<file path="src/rtl/mbx_pkg.sv">
package mbx_pkg;
  localparam logic [1:0] LREG_IDR  = 2'd0;
  localparam logic [1:0] LREG_ODR  = 2'd1;
  localparam logic [1:0] LREG_STAT = 2'd2;

  localparam int ST_OBF = 0;
  localparam int ST_IBF = 1;
  localparam int ST_CMD = 3;

  function automatic logic [7:0] stat_byte(input logic obf, input logic ibf, input logic cmd);
    logic [7:0] s;
    s = 8'h00;
    s[ST_OBF] = obf;
    s[ST_IBF] = ibf;
    s[ST_CMD] = cmd;
    return s;
  endfunction
endpackage

</file>
<file path="src/rtl/mbx_addr_dec.sv">
module mbx_addr_dec #(
  parameter int NCH = 4,
  parameter int AW = 16,
  parameter int SEL_BIT = 2,
  parameter logic [(NCH-1)*AW-1:0] FIXED_BASES = '0,
  localparam int CW = (NCH > 1) ? $clog2(NCH) : 1
) (
  input  logic [AW-1:0]  addr,
  input  logic [AW-1:0]  prog_base,
  output logic [NCH-1:0] hit_oh,
  output logic           hit_any,
  output logic [CW-1:0]  hit_idx
);
  localparam logic [AW-1:0] CMP_MASK = ~(AW'(1) << SEL_BIT);

  logic [AW-1:0]  base_w [NCH];
  logic [NCH-1:0] raw;

  for (genvar g = 0; g < NCH; g++) begin : g_match
    if (g == NCH - 1) begin : g_prog
      assign base_w[g] = prog_base;
    end else begin : g_fixed
      assign base_w[g] = FIXED_BASES[g*AW +: AW];
    end
    assign raw[g] = ((addr ^ base_w[g]) & CMP_MASK) == '0;
  end

  always_comb begin
    hit_oh  = '0;
    hit_idx = '0;
    for (int i = NCH - 1; i >= 0; i--) begin
      if (raw[i]) begin
        hit_oh    = '0;
        hit_oh[i] = 1'b1;
        hit_idx   = CW'(i);
      end
    end
  end

  assign hit_any = |raw;
endmodule

</file>
<file path="src/rtl/mbx_chan.sv">
module mbx_chan #(
  parameter int DW = 8
) (
  input  logic          clk,
  input  logic          rst_n,
  input  logic          h_wr,
  input  logic          h_cmd,
  input  logic [DW-1:0] h_data,
  input  logic          h_drd,
  input  logic          l_idr_rd,
  input  logic          l_odr_wr,
  input  logic [DW-1:0] l_data,
  output logic [DW-1:0] idr,
  output logic [DW-1:0] odr,
  output logic          ibf,
  output logic          obf,
  output logic          cmd
);
  logic ibf_d, obf_d, cmd_d;

  always_comb begin
    ibf_d = ibf;
    obf_d = obf;
    cmd_d = cmd;
    if (l_idr_rd) ibf_d = 1'b0;
    if (h_drd)    obf_d = 1'b0;
    if (h_wr) begin
      ibf_d = 1'b1;
      cmd_d = h_cmd;
    end
    if (l_odr_wr) obf_d = 1'b1;
  end

  always_ff @(posedge clk or negedge rst_n) begin
    if (!rst_n) begin
      ibf <= 1'b0;
      obf <= 1'b0;
      cmd <= 1'b0;
    end else begin
      ibf <= ibf_d;
      obf <= obf_d;
      cmd <= cmd_d;
    end
  end

  always_ff @(posedge clk or negedge rst_n) begin
    if (!rst_n) begin
      idr <= '0;
    end else if (h_wr) begin
      idr <= h_data;
    end
  end

  always_ff @(posedge clk or negedge rst_n) begin
    if (!rst_n) begin
      odr <= '0;
    end else if (l_odr_wr) begin
      odr <= l_data;
    end
  end
endmodule

</file>
<file path="src/rtl/hostmbx_top.sv">
module hostmbx_top
  import mbx_pkg::*;
#(
  parameter int NCH = 4,
  parameter int AW = 16,
  parameter int DW = 8,
  parameter int SEL_BIT = 2,
  parameter logic [(NCH-1)*AW-1:0] FIXED_BASES = {16'h0CB0, 16'h0CA8, 16'h0CA0},
  localparam int CW = (NCH > 1) ? $clog2(NCH) : 1
) (
  input  logic          clk,
  input  logic          rst_n,
  input  logic [AW-1:0] prog_base,
  input  logic          hst_wr,
  input  logic          hst_rd,
  input  logic [AW-1:0] hst_addr,
  input  logic [DW-1:0] hst_wdata,
  output logic [DW-1:0] hst_rdata,
  input  logic [CW-1:0] loc_sel,
  input  logic [1:0]    loc_reg,
  input  logic          loc_wr,
  input  logic          loc_rd,
  input  logic [DW-1:0] loc_wdata,
  output logic [DW-1:0] loc_rdata
);
  logic [NCH-1:0] hit_oh;
  logic           hit_any;
  logic [CW-1:0]  hit_idx;
  logic [NCH-1:0] ibf_q, obf_q, cmd_q;
  logic [DW-1:0]  idr_q [NCH];
  logic [DW-1:0]  odr_q [NCH];
  logic [NCH-1:0] loc_oh;
  logic           sel_ok;
  logic           h_is_stat;
  logic [DW-1:0]  hrd_d, lrd_d;

  assign h_is_stat = hst_addr[SEL_BIT];
  assign sel_ok    = {1'b0, loc_sel} < (CW+1)'(NCH);
  assign loc_oh    = sel_ok ? (NCH'(1) << loc_sel) : '0;

  mbx_addr_dec #(
    .NCH(NCH), .AW(AW), .SEL_BIT(SEL_BIT), .FIXED_BASES(FIXED_BASES)
  ) u_dec (
    .addr(hst_addr),
    .prog_base(prog_base),
    .hit_oh(hit_oh),
    .hit_any(hit_any),
    .hit_idx(hit_idx)
  );

  for (genvar g = 0; g < NCH; g++) begin : g_ch
    mbx_chan #(.DW(DW)) u_ch (
      .clk(clk),
      .rst_n(rst_n),
      .h_wr(hst_wr & hit_oh[g]),
      .h_cmd(h_is_stat),
      .h_data(hst_wdata),
      .h_drd(hst_rd & hit_oh[g] & ~h_is_stat),
      .l_idr_rd(loc_rd & loc_oh[g] & (loc_reg == LREG_IDR)),
      .l_odr_wr(loc_wr & loc_oh[g] & (loc_reg == LREG_ODR)),
      .l_data(loc_wdata),
      .idr(idr_q[g]),
      .odr(odr_q[g]),
      .ibf(ibf_q[g]),
      .obf(obf_q[g]),
      .cmd(cmd_q[g])
    );
  end

  always_comb begin
    if (!hit_any)
      hrd_d = '1;
    else if (h_is_stat)
      hrd_d = DW'(stat_byte(obf_q[hit_idx], ibf_q[hit_idx], cmd_q[hit_idx]));
    else
      hrd_d = odr_q[hit_idx];
  end

  always_comb begin
    lrd_d = '0;
    if (sel_ok) begin
      case (loc_reg)
        LREG_IDR:  lrd_d = idr_q[loc_sel];
        LREG_ODR:  lrd_d = odr_q[loc_sel];
        LREG_STAT: lrd_d = DW'(stat_byte(obf_q[loc_sel], ibf_q[loc_sel], cmd_q[loc_sel]));
        default:   lrd_d = '0;
      endcase
    end
  end

  always_ff @(posedge clk or negedge rst_n) begin
    if (!rst_n) begin
      hst_rdata <= '0;
    end else if (hst_rd) begin
      hst_rdata <= hrd_d;
    end
  end

  always_ff @(posedge clk or negedge rst_n) begin
    if (!rst_n) begin
      loc_rdata <= '0;
    end else if (loc_rd) begin
      loc_rdata <= lrd_d;
    end
  end
endmodule

</file>
<file path="config.mk">
export PLATFORM = sky130hd
export DESIGN_NAME = hostmbx_top
export DESIGN_NICKNAME = d
export VERILOG_FILES = /design/src/rtl/mbx_pkg.sv /design/src/rtl/mbx_addr_dec.sv /design/src/rtl/mbx_chan.sv /design/src/rtl/hostmbx_top.sv
export SDC_FILE = /design/constraint.sdc
export NUM_CORES = 1
export LEC_CHECK = 0
export CORE_UTILIZATION = 36
export DETAILED_ROUTE_END_ITERATION = 8
export SLEW_MARGIN = 20
export SYNTH_ARGS = -nofsm -noshare
export SYNTH_HDL_FRONTEND = slang
export SYNTH_SLANG_ARGS = --single-unit
</file>
<file path="constraint.sdc">
create_clock -name clk -period 1.8 [get_ports clk]
set_input_delay 0.54 -clock clk [delete_from_list [all_inputs] [get_ports clk]]
set_output_delay 0.54 -clock clk [all_outputs]
set_load 0.01 [all_outputs]
</file>
* After elaboration in Yosys (flattened, before gate mapping)
Index checks and enable logic that the tools add are counted.
** Operators by class
- Order comparisons :: 4
- Eq/ne operators :: 2
- Shift operators :: 1
- Multiplexer cells :: 48
- Bitwise operators :: 35
- Reduce and logical (&&, ||, !) cells :: 14
** Operator list (number)
- zero test 16 bit :: 4
- two-way mux 8 bit :: 8
- binary-select mux 8 bit (select 2 bit) :: 3
- AND 1 bit :: 28
- case mux 8 bit (3 select lines) :: 1
- two-way mux 1 bit :: 22
- two-way mux 4 bit :: 4
- nonzero test 2 bit :: 8
- XOR 16 bit :: 1
- binary-select mux 1 bit (select 2 bit) :: 6
- inverter 5 bit :: 2
- two-way mux 2 bit :: 4
- greater-or-equal comparator 3 bit, second input constant :: 2
- less-than comparator 2 x 3 -> 1 bit, second input constant :: 2
- inverter 2 -> 3 bit :: 2
- inverter 4 bit :: 1
- OR reduction 4 bit :: 1
- << shifter 1 x 2 -> 4 bit, first input constant :: 1
- == test 2 x 1 -> 1 bit, second input constant :: 1
- == test 2 bit, second input constant :: 1
- zero test 2 bit :: 1
- inverter 1 bit :: 1
** Storage, ports and cells
- Register bits :: 92
- Input bits :: 58
- Output and inout bits :: 16
- Word-level logic and storage cells :: 126

* Depth between registers and ports, before layout
Gate-level depths: netlist (run 1).
- Depth in word-level cells :: 12
- Depth in mapped cells :: 8
- Depth with buffers taken out :: 6

* Hierarchy
From an unflattened synthesis (run 1), not the netlist that was laid out.
** Unflattened totals
- Cell total of the unflattened synthesis :: 360
- Area total of the unflattened synthesis :: 5092.4 µm²
** By module, submodules not included
- mbx_chan :: instances 4, cells each 42, area an instance 777.0 µm², seq. area each 475.5 µm²
- hostmbx_top :: instances 1, cells each 155, area an instance 1712.9 µm², seq. area each 400.4 µm²
- mbx_addr_dec :: instances 1, cells each 37, area an instance 271.5 µm², seq. area each 0.0 µm²

* Least setup slack after synthesis (run 1)
No wires, ideal clock.
- Path kind :: input -> register
- Start :: input port hst_addr[4]
- End :: register g_ch[3].u_ch.cmd
- Arrival :: 2033 ps
- Required time :: 1675 ps
- Path slack :: -358 ps
- Cell stages on the path :: 7
- Cell sequence :: buf_4 -> xor2_1 -> nor4_2 -> nand4_2 -> or3_1 -> buf_6 -> mux2_4
** On the way
- Longest elaborated chain between the ends :: 7
- Elaborated cells on any way between the ends :: 11
** Ends and longest elaborated chain
- from (decl) :: line hostmbx_top.sv:16 : input logic [AW-1:0] hst_addr,
- XOR 16 bit :: line mbx_addr_dec.sv:25 : assign raw[g] = ((addr ^ base_w[g]) & CMP_MASK) == '0;
- zero test 16 bit :: line mbx_addr_dec.sv:25
- two-way mux 4 bit (3 in series) :: line mbx_addr_dec.sv:32 : if (raw[i]) begin
- two-way mux 4 bit (*) :: line mbx_addr_dec.sv:32
- AND 1 bit (*) :: line hostmbx_top.sv:55 : .h_wr(hst_wr & hit_oh[g]),
- to (signal assigned) :: line mbx_chan.sv:42 : cmd <= cmd_d;
- to (decl) :: line mbx_chan.sv:17 : output logic cmd
Mark *: on every way between the ends. The rest lies on a longest branch, timed or not.
A chain may end at the register's enable or synchronous reset.

* Final worst setup path (run 1)
- Start :: input port hst_addr[1]
- End :: register g_ch[2].u_ch.idr[5]
** On the way
- Longest elaborated chain between the ends :: 5
- Elaborated cells on any way between the ends :: 7
** Ends and longest elaborated chain
- zero test 16 bit :: line mbx_addr_dec.sv:25
- two-way mux 4 bit (2 in series) :: line mbx_addr_dec.sv:32
- two-way mux 4 bit (*) :: line mbx_addr_dec.sv:32
- AND 1 bit (*) :: line hostmbx_top.sv:55
- to (signal assigned) :: line mbx_chan.sv:50 : idr <= h_data;
- to (decl) :: line mbx_chan.sv:13 : output logic [DW-1:0] idr,
Marks and branches as above.

==> run_results.csv, run 1 <==
group,metric,value,unit
floorplanning,die_w,116,um
grt,grt_max_degree,32,
place,dp_cells,644,
synth,async_reset_ff_frac,1.00,
detailed_routing,initialDrtViolationCount,197,
clock_tree,cts_buffers,9,
sta,fmax,0.525,GHz
clock_tree,clkTransAtPathRegs,0.07,ns
sta,layout_setup_ws,-0.103,ns
floorplanning,ios,74,
critical_path,path_delay_family,"simple AND/OR/NAND/NOR gates",
synth,synth_largest_area_cell,"dfrtp_1",
place,gp_congestion,0.861,
synth,ys_seq_area_frac,0.490,
detailed_routing,dr.pass1.iters,5,
grt,grt_util_all_layers,0.202,
sta,tightestPinTransition,0.429,ns
power,p_comb_frac,0.176,
finish,n_antenna_cell,0,
synth,synth-edff-count,0,
detailed_routing,vias,3563,
sta,fin_crit_sh,1.06,
sta,hold_slack,0.140,ns
synth,netlist_area,4700,um2
critical_path,crit_path_max_incr_delay,0.40,ns
power,p_per_area,789,nW/um2
place,place.detailed.hpwl,9240,um
power,ir_worst_vdd,0.442,mV
detailed_routing,post_drt_wl_per_cell,19.2,um
floorplanning,dieArea,13500,um2
finish,area_delta_synth_final,44.0,%
detailed_routing,viasPerCell,5.30,
clock_tree,clk_path_buf_depth,2,
critical_path,r2r_slack,0.22,ns
floorplanning,rows,41,
synth,ys_top_cells_by_count,"92 x dfrtp_1, 57 x mux2_2, 19 x mux4_2, 18 x nor2_1, 15 x xor2_1",
critical_path,slowest_stage,"or3_4",
clock_tree,root_buffer,"clkbuf_16",
clock_tree,cts_tree,"built",
critical_path,endpoint_kind,"flop",
floorplanning,fp.dieH,116,um
critical_path,cp-start-kind,"input pin",
power,p_int,0.00392,W
detailed_routing,drtAntennaViolNets,0,
detailed_routing,wirelength,12900,um
sta,setup_viol,34,
grt,grt_pass1_vias,3696,
sta,rsz0062_at_grt,"yes",
synth,synth_warnings,0,
grt,grt_antenna_before_repair,0,
critical_path,cp_max_fo,5,
sta,hold_viol_final,0,
synth,syn_inst,361,
synth,synth_seq_cells,92,
critical_path,crit_required,2.03,ns
finish,nets,553,
finish,drive_gt1_frac,0.484,
power,switching_power,0.00142,W
finish,final_core_util,0.534,
sta,relSlewSlack,0.714,
place,io_buffers,72,
synth,syn_avg_cell_area,13.0,um2
grt,grt_pass1_wl,20200,um
sta,fin_skew,0.0118,ns
power,power.leakage,3.07,nW
critical_path,worst-path-buf-inv,3,
floorplanning,core,12700,um2
synth,synth_nets,419,
grt,grt_remaining_overflow,0,
clock_tree,cts_sinks,92,
critical_path,crit_type,"in2reg",
floorplanning,start_util,0.371,
outcome,violations,"negative setup slack",
critical_path,crit_path_cell_trace,"buf_8, nor4b_4, nand4_1, buf_4, or3_4, buf_6, mux2_4",
finish,layout.cells.non_filler,672,
job,cap_viol_max_count,0,
outcome,outcome,"finished, violations left",
sta,maxSlewViolCount,0,
sta,min_period,1.90,ns
power,p_seq_frac,0.463,
finish,fillers,1112,
detailed_routing,post-route-drc-count,0,
synth,ys_types,45,
worst_hold_path,worst_hold_path_type,"in2async",
power,switching_share,0.265,
synth,synth_top_flop_cell,"dfrtp_1",
synth,ys_top_cells_by_area,"dfrtp_1 49%, mux2_2 14%, mux4_2 9.1%, mux2_4 2.9%, xor2_1 2.8%",
synth,yosys.cell_count.top_type,"dfrtp_1",
clock_tree,clk_latency,0.34,ns
clock_tree,htreeDepth,3,
critical_path,arrival,2.13,ns
power,power_frac_clock,0.362,
synth,synth_top_area_share,0.490,
[power groups by stage]
stage                     sequential (W)  combinational (W)  clock [W]
after floorplan                  0.00244           0.000476          0
after global placement           0.00249           0.000901          0
after detailed placement         0.00250           0.000919          0
final                            0.00247           0.000937    0.00193
after global routing             0.00249            0.00102    0.00209
after CTS                        0.00246           0.000931    0.00197
[worst paths after layout]
kind                                     start                   to  depth (start not counted)
max reg2reg                   g_ch[1].u_ch.cmd         loc_rdata[3]                          5
min                                      rst_n         hst_rdata[6]                          1
max                                hst_addr[1]  g_ch[2].u_ch.idr[5]                          7
min in group clk           g_ch[1].u_ch.idr[5]  g_ch[1].u_ch.idr[5]                          1
max in group asynchronous                rst_n  g_ch[1].u_ch.idr[5]                          2
min reg2reg                g_ch[1].u_ch.idr[5]  g_ch[1].u_ch.idr[5]                          1
[logic make-up after synthesis]
family	count (synthesis)	share of synthesized area
DFF	92	0.490
AOI/OAI and AO/OA	63	0.0884
xor gates and xnor gates	15	0.0280
muxes	96	0.281
buffers and inverters	28	0.0274
and+or+nand+nor	67	0.0852
[through the flow]
| step | area, um2 | setup WS (ns) | setup TNS, ns | total power [W] |
|---|---|---|---|---|
| floorplan | 4840 | -0.324 | -8.39 | 0.00292 |
| global placement | 6120 | -0.959 | -54.21 | 0.00339 |
| detailed placement | 6120 | -0.952 | -56.25 | 0.00342 |
| CTS | 6650 | -0.220 | -5.12 | 0.00536 |
| global route | 6760 | -0.157 | -3.41 | 0.00560 |
| finish | 6760 | -0.103 | -1.77 | 0.00534 |
[state kept, by name, indices dropped and copies added (netlist names)]
name	count
g_ch.u_ch.cmd	4
g_ch.u_ch.ibf	4
g_ch.u_ch.idr	32
g_ch.u_ch.obf	4
g_ch.u_ch.odr	32
hst_rdata	8
loc_rdata	8
[placed cells by master, fill, tap and decap left out, drive strengths merged, types with 5 or more instances in the layout]
master,instances
dfrtp,92
buf,90
mux2,69
clkdlybuf4s50,26
mux4,19
nor2,18
xor2,15
a21oi,14
o21ai,13
nand2b,12
o22ai,12
clkbuf,12
inv,12
nand2,12
dlygate4sd2,9
dlymetal6s2s,9
mux2i,8
o221ai,7
or2,5
[layout make-up]
cell class | instances | area [um2] | area share
flip-flops and latches | 92 | 2300 | 0.340
well taps | 172 | 215 | 0.0318
inverters | 9 | 33.8 | 0.00500
clock buffers | 9 | 225 | 0.0333
repair buffers | 140 | 1340 | 0.197
clock inverters | 7 | 81.3 | 0.0120
multi-input cells | 243 | 2570 | 0.380
[per-layer routing]
metal / vias up / GRT usage / routed length [um]
li1: 1633 / - / -
met1: 1821 / 0.272 / 5810
met2: 99 / 0.330 / 6370
met3: 10 / 0.0353 / 542
met4: 0 / 0.0701 / 208
met5: - / 0 / 0
[timing repair]
action | CTS | global route
pin swaps | 25 | 28
cloned | 2 | 2
resized for setup | 151 | 46
hold buffers | 0 | 0
buffers inserted | 11 | 3
endpoints found under the setup margin | 94 | 59
Power figures use the tool's default switching activity.
==> run 2, diff against run 1 <==
--- a/config.mk
+++ b/config.mk
@@ -6,6 +6,7 @@
 export NUM_CORES = 1
 export LEC_CHECK = 0
 export CORE_UTILIZATION = 36
+export CTS_CLUSTER_DIAMETER = 30
 export DETAILED_ROUTE_END_ITERATION = 8
 export SLEW_MARGIN = 20
 export SYNTH_ARGS = -nofsm -noshare
==> results of run 2 <==
Same layout as run 1: the final DEF is identical, and so are final timing and power.
==> run 3, diff against run 2 <==
--- a/config.mk
+++ b/config.mk
@@ -7,7 +7,10 @@
 export LEC_CHECK = 0
 export CORE_UTILIZATION = 36
 export CTS_CLUSTER_DIAMETER = 30
+export CTS_CLUSTER_SIZE = 20
 export DETAILED_ROUTE_END_ITERATION = 8
+export GPL_ROUTABILITY_DRIVEN = 0
+export HOLD_SLACK_MARGIN = 0.03
 export SLEW_MARGIN = 20
 export SYNTH_ARGS = -nofsm -noshare
 export SYNTH_HDL_FRONTEND = slang
==> results of run 3 <==
Same layout as run 1: the final DEF is identical, and so are final timing and power.
